$ cat config.mk
export PLATFORM = sky130hd
export DESIGN_NAME = f2u_trunc
export DESIGN_NICKNAME = d
export VERILOG_FILES = /design/src/rtl/f2u_pkg.sv /design/src/rtl/f2u_classify.sv /design/src/rtl/f2u_ctrl.sv /design/src/rtl/f2u_datapath.sv /design/src/rtl/f2u_trunc.sv
export SDC_FILE = /design/constraint.sdc
export NUM_CORES = 1
export LEC_CHECK = 0
export ABC_AREA = 1
export BUFFER_PORTS_ARGS = -buffer_cell sky130_fd_sc_hd__buf_2
export CORE_MARGIN = 4
export CORE_UTILIZATION = 60
export DETAILED_ROUTE_END_ITERATION = 10
export PLACE_DENSITY_LB_ADDON = 0.25
export RECOVER_POWER = 100
export SYNTH_ARGS = -nofsm -noshare
export SYNTH_HDL_FRONTEND = slang
export SYNTH_SLANG_ARGS = --single-unit
$ cat constraint.sdc
create_clock -name clk -period 1.49 [get_ports clk]
set_input_delay 0.298 -clock clk [delete_from_list [all_inputs] [get_ports clk]]
set_output_delay 0.298 -clock clk [all_outputs]
set_load 0.1 [all_outputs]
$ cat src/rtl/f2u_pkg.sv
package f2u_pkg;

  localparam int FLAG_W   = 2;
  localparam int FLAG_INV = 1;
  localparam int FLAG_INX = 0;

  typedef struct packed {
    logic isNaN;
    logic isInf;
    logic isZero;
    logic isNeg;
    logic isBig;    // finite, magnitude >= 2^OUT_W
    logic isSmall;  // nonzero, magnitude < 1 (subnormals included)
  } opClass_t;

  typedef struct packed {
    logic load;
    logic selMax;
    logic selShift;
    logic raiseInv;
    logic raiseInxSmall;
    logic useFrac;
  } strobe_t;

endpackage

$ cat src/rtl/f2u_classify.sv
module f2u_classify
  import f2u_pkg::*;
#(
  parameter int EXP_W = 8,
  parameter int MAN_W = 23,
  parameter int OUT_W = 32,
  localparam int IN_W = 1 + EXP_W + MAN_W,
  localparam int SH_W = $clog2(OUT_W),
  localparam int EW2  = EXP_W + 2
) (
  input  logic [IN_W-1:0] opIn,
  output opClass_t        opClass,
  output logic [SH_W-1:0] shiftAmt
);

  localparam int BIAS = (1 << (EXP_W - 1)) - 1;
  localparam logic signed [EW2-1:0] BIAS_S = EW2'(BIAS);
  localparam logic signed [EW2-1:0] LIMIT_S = EW2'(OUT_W);

  logic              signBit;
  logic [EXP_W-1:0]  expField;
  logic [MAN_W-1:0]  manField;
  logic signed [EW2-1:0] expUnb;
  logic              expAllOnes;
  logic              expAllZero;
  logic              manZero;

  always_comb begin
    signBit    = opIn[IN_W-1];
    expField   = opIn[MAN_W +: EXP_W];
    manField   = opIn[MAN_W-1:0];
    expAllOnes = &expField;
    expAllZero = ~|expField;
    manZero    = ~|manField;
    expUnb     = signed'({2'b00, expField}) - BIAS_S;

    opClass.isNaN   = expAllOnes && !manZero;
    opClass.isInf   = expAllOnes && manZero;
    opClass.isZero  = expAllZero && manZero;
    opClass.isNeg   = signBit;
    opClass.isBig   = !expAllOnes && (expUnb >= LIMIT_S);
    opClass.isSmall = !(expAllZero && manZero) && expUnb[EW2-1];
    shiftAmt        = expUnb[SH_W-1:0];
  end

endmodule

$ cat src/rtl/f2u_ctrl.sv
module f2u_ctrl
  import f2u_pkg::*;
(
  input  logic     clk,
  input  logic     rstN,
  input  logic     validIn,
  input  opClass_t opClass,
  output strobe_t  strobes,
  output logic     validOut
);

  // Priority: NaN, then nonzero negative, then zero, then overflow,
  // then sub-unity, then the normal shift path.
  always_comb begin
    strobes               = '0;
    strobes.load          = validIn;
    if (opClass.isNaN) begin
      strobes.raiseInv = 1'b1;
    end else if (opClass.isNeg && !opClass.isZero) begin
      strobes.raiseInv = 1'b1;
    end else if (opClass.isZero) begin
      strobes.raiseInv = 1'b0;
    end else if (opClass.isInf || opClass.isBig) begin
      strobes.selMax   = 1'b1;
      strobes.raiseInv = 1'b1;
    end else if (opClass.isSmall) begin
      strobes.raiseInxSmall = 1'b1;
    end else begin
      strobes.selShift = 1'b1;
      strobes.useFrac  = 1'b1;
    end
  end

  always_ff @(posedge clk or negedge rstN) begin
    if (!rstN) validOut <= 1'b0;
    else       validOut <= validIn;
  end

endmodule

$ cat src/rtl/f2u_datapath.sv
module f2u_datapath
  import f2u_pkg::*;
#(
  parameter int EXP_W = 8,
  parameter int MAN_W = 23,
  parameter int OUT_W = 32,
  localparam int IN_W  = 1 + EXP_W + MAN_W,
  localparam int SH_W  = $clog2(OUT_W),
  localparam int SIG_W = MAN_W + 1,
  localparam int WIDE  = OUT_W + SIG_W
) (
  input  logic              clk,
  input  logic              rstN,
  input  logic [IN_W-1:0]   opIn,
  input  logic [SH_W-1:0]   shiftAmt,
  input  strobe_t           strobes,
  output logic [OUT_W-1:0]  resultOut,
  output logic [FLAG_W-1:0] flagsOut
);

  logic [SIG_W-1:0] sig;
  logic [WIDE-1:0]  shifted;
  logic [OUT_W-1:0] intPart;
  logic             fracLost;
  logic [OUT_W-1:0] nextResult;
  logic [FLAG_W-1:0] nextFlags;
  logic             signUnused;
  logic [EXP_W-1:0] expUnused;

  always_comb begin
    signUnused = opIn[IN_W-1];
    expUnused  = opIn[MAN_W +: EXP_W];
    sig        = {1'b1, opIn[MAN_W-1:0]};
    shifted    = WIDE'(sig) << shiftAmt;
    intPart    = shifted[MAN_W +: OUT_W];
    fracLost   = |shifted[MAN_W-1:0];

    if (strobes.selMax)        nextResult = '1;
    else if (strobes.selShift) nextResult = intPart;
    else                       nextResult = '0;

    nextFlags           = '0;
    nextFlags[FLAG_INV] = strobes.raiseInv;
    nextFlags[FLAG_INX] = !strobes.raiseInv &&
                          (strobes.raiseInxSmall || (strobes.useFrac && fracLost));
  end

  always_ff @(posedge clk or negedge rstN) begin
    if (!rstN) begin
      resultOut <= '0;
      flagsOut  <= '0;
    end else if (strobes.load) begin
      resultOut <= nextResult;
      flagsOut  <= nextFlags;
    end
  end

endmodule

$ cat src/rtl/f2u_trunc.sv
module f2u_trunc
  import f2u_pkg::*;
#(
  parameter int EXP_W = 8,
  parameter int MAN_W = 23,
  parameter int OUT_W = 32,
  localparam int IN_W = 1 + EXP_W + MAN_W,
  localparam int SH_W = $clog2(OUT_W)
) (
  input  logic              clk,
  input  logic              rstN,
  input  logic              validIn,
  input  logic [IN_W-1:0]   opIn,
  output logic              validOut,
  output logic [OUT_W-1:0]  resultOut,
  output logic [FLAG_W-1:0] flagsOut
);

  opClass_t         opClass;
  strobe_t          strobes;
  logic [SH_W-1:0]  shiftAmt;

  f2u_classify #(.EXP_W(EXP_W), .MAN_W(MAN_W), .OUT_W(OUT_W)) u_classify (
    .opIn     (opIn),
    .opClass  (opClass),
    .shiftAmt (shiftAmt)
  );

  f2u_ctrl u_ctrl (
    .clk      (clk),
    .rstN     (rstN),
    .validIn  (validIn),
    .opClass  (opClass),
    .strobes  (strobes),
    .validOut (validOut)
  );

  f2u_datapath #(.EXP_W(EXP_W), .MAN_W(MAN_W), .OUT_W(OUT_W)) u_datapath (
    .clk       (clk),
    .rstN      (rstN),
    .opIn      (opIn),
    .shiftAmt  (shiftAmt),
    .strobes   (strobes),
    .resultOut (resultOut),
    .flagsOut  (flagsOut)
  );

endmodule

==> impl_metrics.yaml, run 1 <==
die:
  io_pins: 70
  row_count: 26
  dieHeight_microns: 81.8
  die_x_microns: 81.8
  initial_core_util_pct: 62.7
cts:
  clock_sinks: 35
  htree_levels: 2
  postCtsHoldBufs: 0
  post_cts_buffers: 15
  clk_path_buf_depth: 2
  post_cts_resized: 129
  root_buffer: "clkbuf_8"
  cts_made_buffers: 5
logic_synthesis:
  synth_ff_type: "dfrtp_1"
  synth_commonest_cells: "nand2_1, nand3_1, nor2_1"
  syn_nets: 582
  synth-seq-area-share_pct: 26.8
  ys_ff_latch: 35
  synth_area_leaders: "dfrtp_1, nand3_1, nand2_1, nor2_1, a21oi_1"
  syn-cell-area_sq_um: 3260
  synth-edff-count: 0
  async_flop_share_pct: 100
  synthDistinctLibCells: 31
  yosysWarnings: 0
  synth_top_cell_area_share_pct: 26.8
  synth_area_per_cell_sq_um: 6.00
  synth_largest_area_cell: "dfrtp_1"
  syn-instance-count: 544
  synth.most_common_cell: "nand2_1"
run_status:
  error_line: "[ERROR DPL-0038] Utilization greater than 100%, impossible to legalize"
  failing_step: "4_1_cts"
  outcome: "did not finish"
placement:
  gp_congestion: 0.998
  place_hpwl_mm: 8.52
  io_buffers: 69
  pre_cts_slack_ns: -0.604
## stage by stage
stage	area, sq um	std cells	util [%]
floorplan	3380	544	-
global placement	4310	731	82.7
detailed placement	4310	731	82.7
## cell families after synthesis
logic type | Yosys count | share of synthesized area [%]
AO/OA/AOI/OAI | 58 | 9.77
XOR/XNOR | 4 | 1.53
adder cells (fa/ha/maj) | 3 | 1.15
buffers and inverters | 54 | 8.32
flip-flops | 35 | 26.8
AND/OR/NAND/NOR | 390 | 52.4
==> run 2: changes to the inputs <==
--- a/config.mk
+++ b/config.mk
@@ -8,9 +8,9 @@
 export ABC_AREA = 1
 export BUFFER_PORTS_ARGS = -buffer_cell sky130_fd_sc_hd__buf_2
 export CORE_MARGIN = 4
-export CORE_UTILIZATION = 60
+export CORE_UTILIZATION = 40
 export DETAILED_ROUTE_END_ITERATION = 10
-export PLACE_DENSITY_LB_ADDON = 0.25
+export PLACE_DENSITY_LB_ADDON = 0.15
 export RECOVER_POWER = 100
 export SYNTH_ARGS = -nofsm -noshare
 export SYNTH_HDL_FRONTEND = slang
==> run 2 against run 1 <==
Net effect: the flow now finishes, with violations (negative setup slack); area after synthesis did not move; synthesized cell count unchanged.
==> impl_metrics.yaml, run 2 <==
run_status:
  outcome: "complete, but fails checks"
  violations: "negative setup slack"
route:
  dr_total_vias: 4491
  drc: 0
  via_per_inst: 5.61
  routed_wirelength_mm: 13.7
  ant_nets: 0
  drt_iter0_markers: 448
  drt_pass1_iterations: 6
  wl_per_cell_microns: 17.1
final_layout:
  largestRegisters: "u_datapath.resultOut: 32 flops, u_datapath.flagsOut: 2 flops, u_ctrl.validOut: 1 flops"
  top_register: "u_datapath.resultOut"
  finalNonFillerCells: 800
  final_common_cell: "nand2_1"
  largest_register_ff_count: 32
  diodes: 0
  area_growth_pct: 78.0
  nFillCells: 595
  drive_above_1_share_pct: 53.9
  layout_common_cells: "nand2_1, buf_4, nand3_2, nand3_1, nor2_1"
  final_net_count: 735
logic_synthesis:
  synth_commonest_cells: "nand2_1, nand3_1, nor2_1"
  synth_area_leaders: "dfrtp_1, nand3_1, nand2_1, nor2_1, a21oi_1"
  yosysWarnings: 0
  synth-seq-area-share_pct: 26.8
  synth_ff_type: "dfrtp_1"
  async_flop_share_pct: 100
  synthDistinctLibCells: 31
  synth.most_common_cell: "nand2_1"
  syn-instance-count: 544
  syn-cell-area_sq_um: 3260
  synth-edff-count: 0
  synth_area_per_cell_sq_um: 6.00
  synth_top_cell_area_share_pct: 26.8
  synth_largest_area_cell: "dfrtp_1"
  syn_nets: 582
  ys_ff_latch: 35
power_and_ir_drop:
  ir_drop_mv: 0.533
  p_leak_nw: 2.77
  power_mw: 4.99
  cellPowerDensity_nw_per_um2: 859
timing:
  slew_headroom_pct: 40.7
  timing.final.crit_share_pct: 119
  setup_ws_ns: -0.280
  hold_viol: 0
  finalSetupViolations: 33
  clock_skew_ns: 0
  rsz0062_at_grt: "yes"
  max_slew.worst_pin.slew_ns: 0.890
  max_freq_mhz: 565
  min_period_ns: 1.77
  drv_slew: 0
die:
  die_x_microns: 98.3
  dieHeight_microns: 98.3
  die_area_sq_um: 9670
  row_count: 32
  io_pins: 70
  coreArea_sq_um: 7850
  initial_core_util_pct: 41.6
global_routing:
  grt_pass1_wl_mm: 20.7
  grt_max_degree: 36
  grt_pass1_vias: 4294
  grt_overflow_total: 0
  antenna_found_initial: 0
  grtUsageTotal_pct: 25.9
cts:
  clk_path_buf_depth: 2
  path_clk_slew_ns: 0.08
  root_buffer: "clkbuf_8"
  cts_tree: "done"
  clk_latency_ns: 0.29
  clock_sinks: 35
  cts_made_buffers: 5
  htree_levels: 2
placement:
  place_hpwl_mm: 8.92
  gp_congestion: 0.923
  io_buffers: 69
  placed_cells: 763
worst_setup_path:
  required_ns: 1.68
  crit_arrival_ns: 1.96
  end_kind: "flip-flop"
  start_kind: "input port"
  path_max_fanout: 12
  critPathKind: "input port to flip-flop"
hold_path:
  hp-class: "input port to flip-flop"
run:
  maxCapViolCount: 0
run 2: cell counts after synthesis:
Identical to the previous run, type by type.
run 2: power breakdown:
part | switching (mW) | leakage (nW) | total [mW] | internal, mW
registers | 0.0599 | 0.418 | 1.11 | 1.05
clock network | 0.396 | 0.0581 | 0.895 | 0.499
logic | 2.01 | 2.30 | 2.99 | 0.974
run 2: cell type report:
class / instances / area (sq um) / share of cell area [%]
Inverter: 20 / 118 / 2.02
Clock buffer: 5 / 68.8 / 1.18
Clock inverter: 3 / 43.8 / 0.754
Sequential cell: 35 / 876 / 15.1
Timing Repair Buffer: 178 / 1500 / 25.8
Multi-Input combinational cell: 455 / 3050 / 52.5
Tap cell: 102 / 128 / 2.20
Timing Repair inverter: 2 / 31.3 / 0.538
run 2: timing repair:
action / in CTS / in global routing
hold buffers: 1 / 0
endpoints found under the hold margin: 35 / 0
gates cloned: 8 / 3
setup endpoints to repair: 33 / 34
buffers inserted: 13 / 8
pin swaps: 22 / 52
resized for setup: 75 / 170
run 2: stage by stage:
step           TNS, ns  hold slack (ns)  instance area, sq um  utilization (%)  setup WS, ns
2_1_floorplan    -9.03          0.00241                  3380                -        -0.477
4_1_cts          -4.12            0.325                  5100             65.0        -0.242
6_report         -7.35            0.324                  5810             74.0        -0.280
5_1_grt         -10.60            0.353                  5810             74.0        -0.410
3_3_place_gp    -17.30            0.274                  4360             55.5        -0.576
3_5_place_dp    -17.11            0.273                  4360             55.5        -0.581
run 2: cells by family after synthesis:
| group | after synthesis | synth area share [%] |
|---|---|---|
| DFF | 35 | 26.8 |
| AOI/OAI and AO/OA | 58 | 9.77 |
| xor gates and xnor gates | 4 | 1.53 |
| and+or+nand+nor | 390 | 52.4 |
| adders and majority gates | 3 | 1.15 |
| buffers and inverters | 54 | 8.32 |
run 2: worst max-delay path: stages:
cell	delay, ns
buf_8	0.09
inv_6	0.03
ha_4	0.27
buf_12	0.17
inv_16	0.09
nand3_2	0.11
nand3_2	0.11
nand3_1	0.10
nand2_2	0.09
nand2_1	0.06
nor2_1	0.10
nand2_1	0.11
a21oi_2	0.14
nand2_1	0.06
nand2_1	0.06
nand2_1	0.05
run 2: path summary, 6_finish.rpt:
check                                    startpoint                       end  slack [ns]  depth (start not counted)
setup / recovery                           opIn[23]    u_datapath.flagsOut[0]       -0.28                         16
setup reg to reg           u_datapath.resultOut[15]  u_datapath.resultOut[15]        0.77                          1
min in group asynchronous                      rstN  u_datapath.resultOut[17]        0.73                          3
max in group asynchronous                      rstN   u_datapath.resultOut[0]        0.18                          3
hold / removal                              validIn    u_datapath.flagsOut[1]        0.32                          3
hold reg to reg              u_datapath.flagsOut[0]    u_datapath.flagsOut[0]        0.52                          2
run 2: per-layer routing:
layer  vias up  global-route usage (%)  wire [microns]
li1       2142                       -               -
met1      2136                    33.6            5560
met2       184                    45.1            7020
met3        29                    3.64             824
met4         0                    6.51             288
met5         -                       0               0
Power figures use the tool's default switching activity.
==> run 3: changes to the inputs <==
--- a/config.mk
+++ b/config.mk
@@ -12,6 +12,8 @@
 export DETAILED_ROUTE_END_ITERATION = 10
 export PLACE_DENSITY_LB_ADDON = 0.15
 export RECOVER_POWER = 100
+export SETUP_SLACK_MARGIN = 0.05
+export SLEW_MARGIN = 20
 export SYNTH_ARGS = -nofsm -noshare
 export SYNTH_HDL_FRONTEND = slang
 export SYNTH_SLANG_ARGS = --single-unit
==> run 3 against run 2 <==
Net effect: the run still ends with negative setup slack left; maximum frequency is 0.33% lower; sequential share of layout area hardly changed; register-to-register slack hardly changed; non-clock buffer count stayed put; worst setup slack worse by 0.0059 ns; core utilization is 0.080 points higher; global-route usage stayed put; final area is 0.11% higher; first-iteration DRC count is 0.22% lower; largest cell class unchanged.
==> impl_metrics.yaml, run 3 (same netlist as run 2, synthesis figures left out) <==
worst_setup_path:
  critPathKind: "input port to flip-flop"
  cpMostUsedCell: "a21oi_2"
  path_max_fanout: 5
  critical_path_depth: 14
  cp_num_buf_inv: 5
  start_kind: "input port"
  crit_arrival_ns: 1.95
  max_stage_delay_ns: 0.27
  required_ns: 1.66
  crit_family: "compound AO/OA/AOI/OAI gates"
  reg2reg_depth: 1
  crit_chain: "buf_8, inv_6, ha_4, buf_12, buf_4, buf_16, nand2_4, o21ai_4, o21ai_2, nand2_2, a21oi_2, a21oi_2, nand2_1, a21oi_2"
  cp_slowest_cell: "ha_4"
  end_kind: "flip-flop"
cts:
  clock_sinks: 35
  clk_path_buf_depth: 2
  root_buffer: "clkbuf_8"
  cts_tree: "done"
  cts_made_buffers: 5
  clk_latency_ns: 0.29
  htree_levels: 2
  path_clk_slew_ns: 0.08
final_layout:
  diodes: 0
  final_common_cell: "nand2_1"
  multi_input_area_sq_um: 3050
  drive_above_1_share_pct: 53.9
  area_growth_pct: 78.2
  nFillCells: 596
  area.sequential_sq_um: 876
  layout_common_cells: "nand2_1, buf_4, nand3_2, nand3_1, nor2_1"
  top_register: "u_datapath.resultOut"
  finalNonFillerCells: 800
  final_net_count: 735
  largest_register_ff_count: 32
  largestRegisters: "u_datapath.resultOut: 32 flops, u_datapath.flagsOut: 2 flops, u_ctrl.validOut: 1 flops"
timing:
  max_freq_mhz: 563
  slew_headroom_pct: 40.2
  min_period_ns: 1.78
  rsz0062_at_grt: "yes"
  max_slew.worst_pin.slew_ns: 0.897
  clock_skew_ns: 0
  timing.final.crit_share_pct: 119
  finalSetupViolations: 33
  setup_ws_ns: -0.286
  finalSetupTns_ns: -7.41
  hold_viol: 0
  drv_slew: 0
route:
  wl_per_cell_microns: 17.1
  drc: 0
  dr_wl_met2_mm: 7.05
  dr_total_vias: 4518
  via_per_inst: 5.65
  drt-met1-wl_mm: 5.55
  ant_nets: 0
  top_layer_used: "met4"
  drt_iter0_markers: 447
  routed_wirelength_mm: 13.7
  drt_pass1_iterations: 5
  wl_met3_microns: 804
die:
  dieHeight_microns: 98.3
  die_area_sq_um: 9670
  coreArea_sq_um: 7850
  die_x_microns: 98.3
  io_pins: 70
  initial_core_util_pct: 41.6
  row_count: 32
power_and_ir_drop:
  p_leak_nw: 2.77
  cellPowerDensity_nw_per_um2: 858
  ir_drop_mv: 0.529
placement:
  io_buffers: 69
  placed_cells: 763
  place_hpwl_mm: 8.92
  gp_congestion: 0.923
global_routing:
  grt_max_degree: 36
  grtUsageTotal_pct: 25.9
  grt_pass1_vias: 4291
  grt_pass1_wl_mm: 20.7
  grt_overflow_total: 0
  antenna_found_initial: 0
run_status:
  outcome: "complete, but fails checks"
  violations: "negative setup slack"
hold_path:
  hp-class: "input port to flip-flop"
  whs_path_depth: 3
run:
  maxCapViolCount: 0
## run 3: path summary, 6_finish.rpt
check                           slack (ns)                  endpoint                startpoint
worst max register to register        0.76  u_datapath.resultOut[15]  u_datapath.resultOut[15]
max in group asynchronous             0.17   u_datapath.resultOut[0]                      rstN
worst max-delay path                 -0.29   u_datapath.resultOut[0]                  opIn[23]
worst min register to register        0.51    u_datapath.flagsOut[0]    u_datapath.flagsOut[0]
worst min-delay path                  0.33    u_datapath.flagsOut[1]                   validIn
min in group asynchronous             0.74  u_datapath.resultOut[17]                      rstN
## run 3: layer usage
| layer | GRT usage [%] | up-vias |
|---|---|---|
| met3 | 3.64 | 32 |
| li1 | - | 2144 |
| met5 | 0 | - |
| met1 | 33.6 | 2146 |
| met4 | 6.51 | 0 |
| met2 | 45.1 | 196 |
## run 3: layout make-up
cell class	instances	area share (%)
clock buffer	5	1.18
clock inverter	3	0.753
inverter	20	2.02
multi-input combinational	455	52.4
sequential	35	15.1
tap	102	2.19
timing repair buffer	178	25.9
timing repair inverter	2	0.538
## run 3: where the power goes
part	internal [mW]	switching (mW)
Sequential	1.05	0.0603
Combinational	0.977	2.01
Clock	0.499	0.392
Total	2.52	2.46
## run 3: through the flow
step / total power, mW / util, % / hold WS (ns) / worst slack [ns] / area (sq um)
6_report: 4.99 / 74.1 / 0.331 / -0.286 / 5820
5_1_grt: 5.22 / 74.1 / 0.353 / -0.410 / 5820
4_1_cts: 4.59 / 65.0 / 0.325 / -0.242 / 5100
3_5_place_dp: 3.42 / 55.5 / 0.273 / -0.581 / 4360
3_3_place_gp: 3.41 / 55.5 / 0.274 / -0.576 / 4360
2_1_floorplan: 2.75 / - / 0.00241 / -0.477 / 3380
## run 3: timing repair
item / 4_1_cts / 5_1_grt
gates cloned: 8 / 3
pin swaps: 22 / 52
hold endpoints to repair: 35 / 0
setup buffers: 13 / 8
gates resized for setup: 76 / 171
setup endpoints to repair: 34 / 35
hold buffers: 1 / 0
==> run 4: changes to the inputs <==
==> constraint.sdc (replaced) <==
create_clock -name clk -period 1.9 [get_ports clk]
set_input_delay 0.38 -clock clk [delete_from_list [all_inputs] [get_ports clk]]
set_output_delay 0.38 -clock clk [all_outputs]
set_load 0.1 [all_outputs]
==> run 4 against run 3 <==
Net effect: the flow now finishes without violations; sequential cell count unchanged; via count down 6.2%; sequential power fell by 22%; non-clock buffer count decreased by 18.
==> impl_metrics.yaml, run 4 (same netlist as run 2, synthesis figures left out) <==
route:
  drc: 0
  ant_nets: 0
  drt_pass1_iterations: 5
  wl_per_cell_microns: 14.8
  drt_iter0_markers: 171
  dr_total_vias: 4239
  routed_wirelength_mm: 11.5
  via_per_inst: 5.43
global_routing:
  antenna_found_initial: 0
  grt_overflow_total: 0
  grt_pass1_vias: 3992
  grt_max_degree: 36
  grt_pass1_wl_mm: 18.6
  grtUsageTotal_pct: 22.9
run:
  maxCapViolCount: 0
final_layout:
  drive_above_1_share_pct: 39.8
  largest_register_ff_count: 32
  area.sequential_sq_um: 876
  multi_input_area_sq_um: 2550
  final_common_cell: "nand2_1"
  area_growth_pct: 52.1
  diodes: 0
  layout_common_cells: "nand2_1, nand3_1, buf_4, nor2_1, nand3_2"
  top_register: "u_datapath.resultOut"
  nFillCells: 769
  final_net_count: 715
  largestRegisters: "u_datapath.resultOut: 32 flops, u_datapath.flagsOut: 2 flops, u_ctrl.validOut: 1 flops"
cts:
  clk_latency_ns: 0.29
  htree_levels: 2
  cts_made_buffers: 5
  path_clk_slew_ns: 0.08
  clock_sinks: 35
  clk_path_buf_depth: 2
  cts_tree: "done"
  root_buffer: "clkbuf_8"
  postCtsHoldBufs: 0
die:
  coreArea_sq_um: 7850
  dieHeight_microns: 98.3
  row_count: 32
  die_x_microns: 98.3
  initial_core_util_pct: 41.6
  io_pins: 70
  die_area_sq_um: 9670
worst_setup_path:
  crit_chain: "buf_4, inv_1, ha_4, buf_12, clkinv_16, nand3_2, nand3_2, nand3_1, nand2_2, nand2_1, nor2_1, nand2_1, a21oi_2, nand2_1, nand2_1, nand2_1"
  max_stage_delay_ns: 0.24
  end_kind: "flip-flop"
  cp_num_buf_inv: 4
  crit_family: "simple AND/OR/NAND/NOR gates"
  start_kind: "input port"
  required_ns: 2.09
  cp_slowest_cell: "ha_4"
  cpMostUsedCell: "nand2_1"
  crit_arrival_ns: 2.02
  critPathKind: "input port to flip-flop"
  path_max_fanout: 24
timing:
  clock_skew_ns: 0
  max_slew.worst_pin.slew_ns: 1.27
  rsz0062_at_grt: "yes"
  max_freq_mhz: 548
  min_period_ns: 1.83
  timing.final.crit_share_pct: 96.1
  finalSetupViolations: 0
  finalSetupTns_ns: 0
  hold_viol: 0
  slew_headroom_pct: 15.5
  drv_slew: 0
power_and_ir_drop:
  power_mw: 3.54
  p_leak_nw: 2.45
  ir_drop_mv: 0.374
  cellPowerDensity_nw_per_um2: 714
placement:
  gp_congestion: 0.916
  io_buffers: 69
  place_hpwl_mm: 8.52
hold_path:
  hp-class: "input port to async pin"
run_status:
  outcome: "finished clean"
==> run 4: changes by cell type in the layout (fill, tap and decap cells not counted), sizes merged <==
cell         previous run  this run
buf                   137       121
clkbuf                 45        44
clkinv                  5         4
dlygate4sd3             1         0
inv                    19        18
==> run 4: power breakdown <==
part / total, mW / internal (mW) / switching [mW]
Sequential: 0.865 / 0.823 / 0.0426
Combinational: 1.99 / 0.613 / 1.38
Clock: 0.688 / 0.391 / 0.297
==> run 4: what timing repair did <==
action / CTS / global route
endpoints found under the setup margin: 7 / 33
gates resized for setup: 3 / 100
endpoints found under the hold margin: 0 / 0
pin swaps: 0 / 20
cloned: 0 / 3
setup buffers: 0 / 3
==> run 4: path summary, 6_finish.rpt <==
| check | startpoint | end | slack (ns) | cells after the start |
|---|---|---|---|---|
| min reg2reg | u_datapath.resultOut[29] | u_datapath.resultOut[29] | 0.52 | 2 |
| min | rstN | u_datapath.resultOut[19] | 0.19 | 1 |
| max | opIn[24] | u_datapath.flagsOut[0] | 0.07 | 16 |
| max reg2reg | u_datapath.resultOut[15] | u_datapath.resultOut[15] | 1.20 | 1 |
| max in group asynchronous | rstN | u_datapath.resultOut[15] | 1.16 | 1 |
| min in group clk | validIn | u_datapath.resultOut[31] | 0.43 | 3 |
==> run 4: per-stage QoR <==
step           cell area (sq um)  util [%]  hold slack (ns)  setup WS [ns]  instances
6_report                    4960      63.2            0.187         0.0743        780
5_1_grt                     4960      63.2            0.278        -0.0122        780
4_1_cts                     4450      56.7            0.205         0.0565        774
3_5_place_dp                4330      55.2            0.498         -0.284        766
3_3_place_gp                4330      55.2            0.498         -0.278        766
2_1_floorplan               3370         -           0.0844         -0.149        544
==> run 4: area by class of cell <==
type | instances | area share (%)
flip-flops and latches | 35 | 17.6
inverters | 20 | 2.29
well taps | 102 | 2.57
multi-input cells | 455 | 51.3
clock inverters | 3 | 0.882
repair buffers | 160 | 23.9
clock buffers | 5 | 1.39
==> run 4: metal layers <==
layer | GRT usage (%) | wire (microns)
met1 | 30.1 | 4900
met3 | 3.57 | 505
met4 | 3.99 | 199
met5 | 0 | 0
met2 | 40.2 | 5900
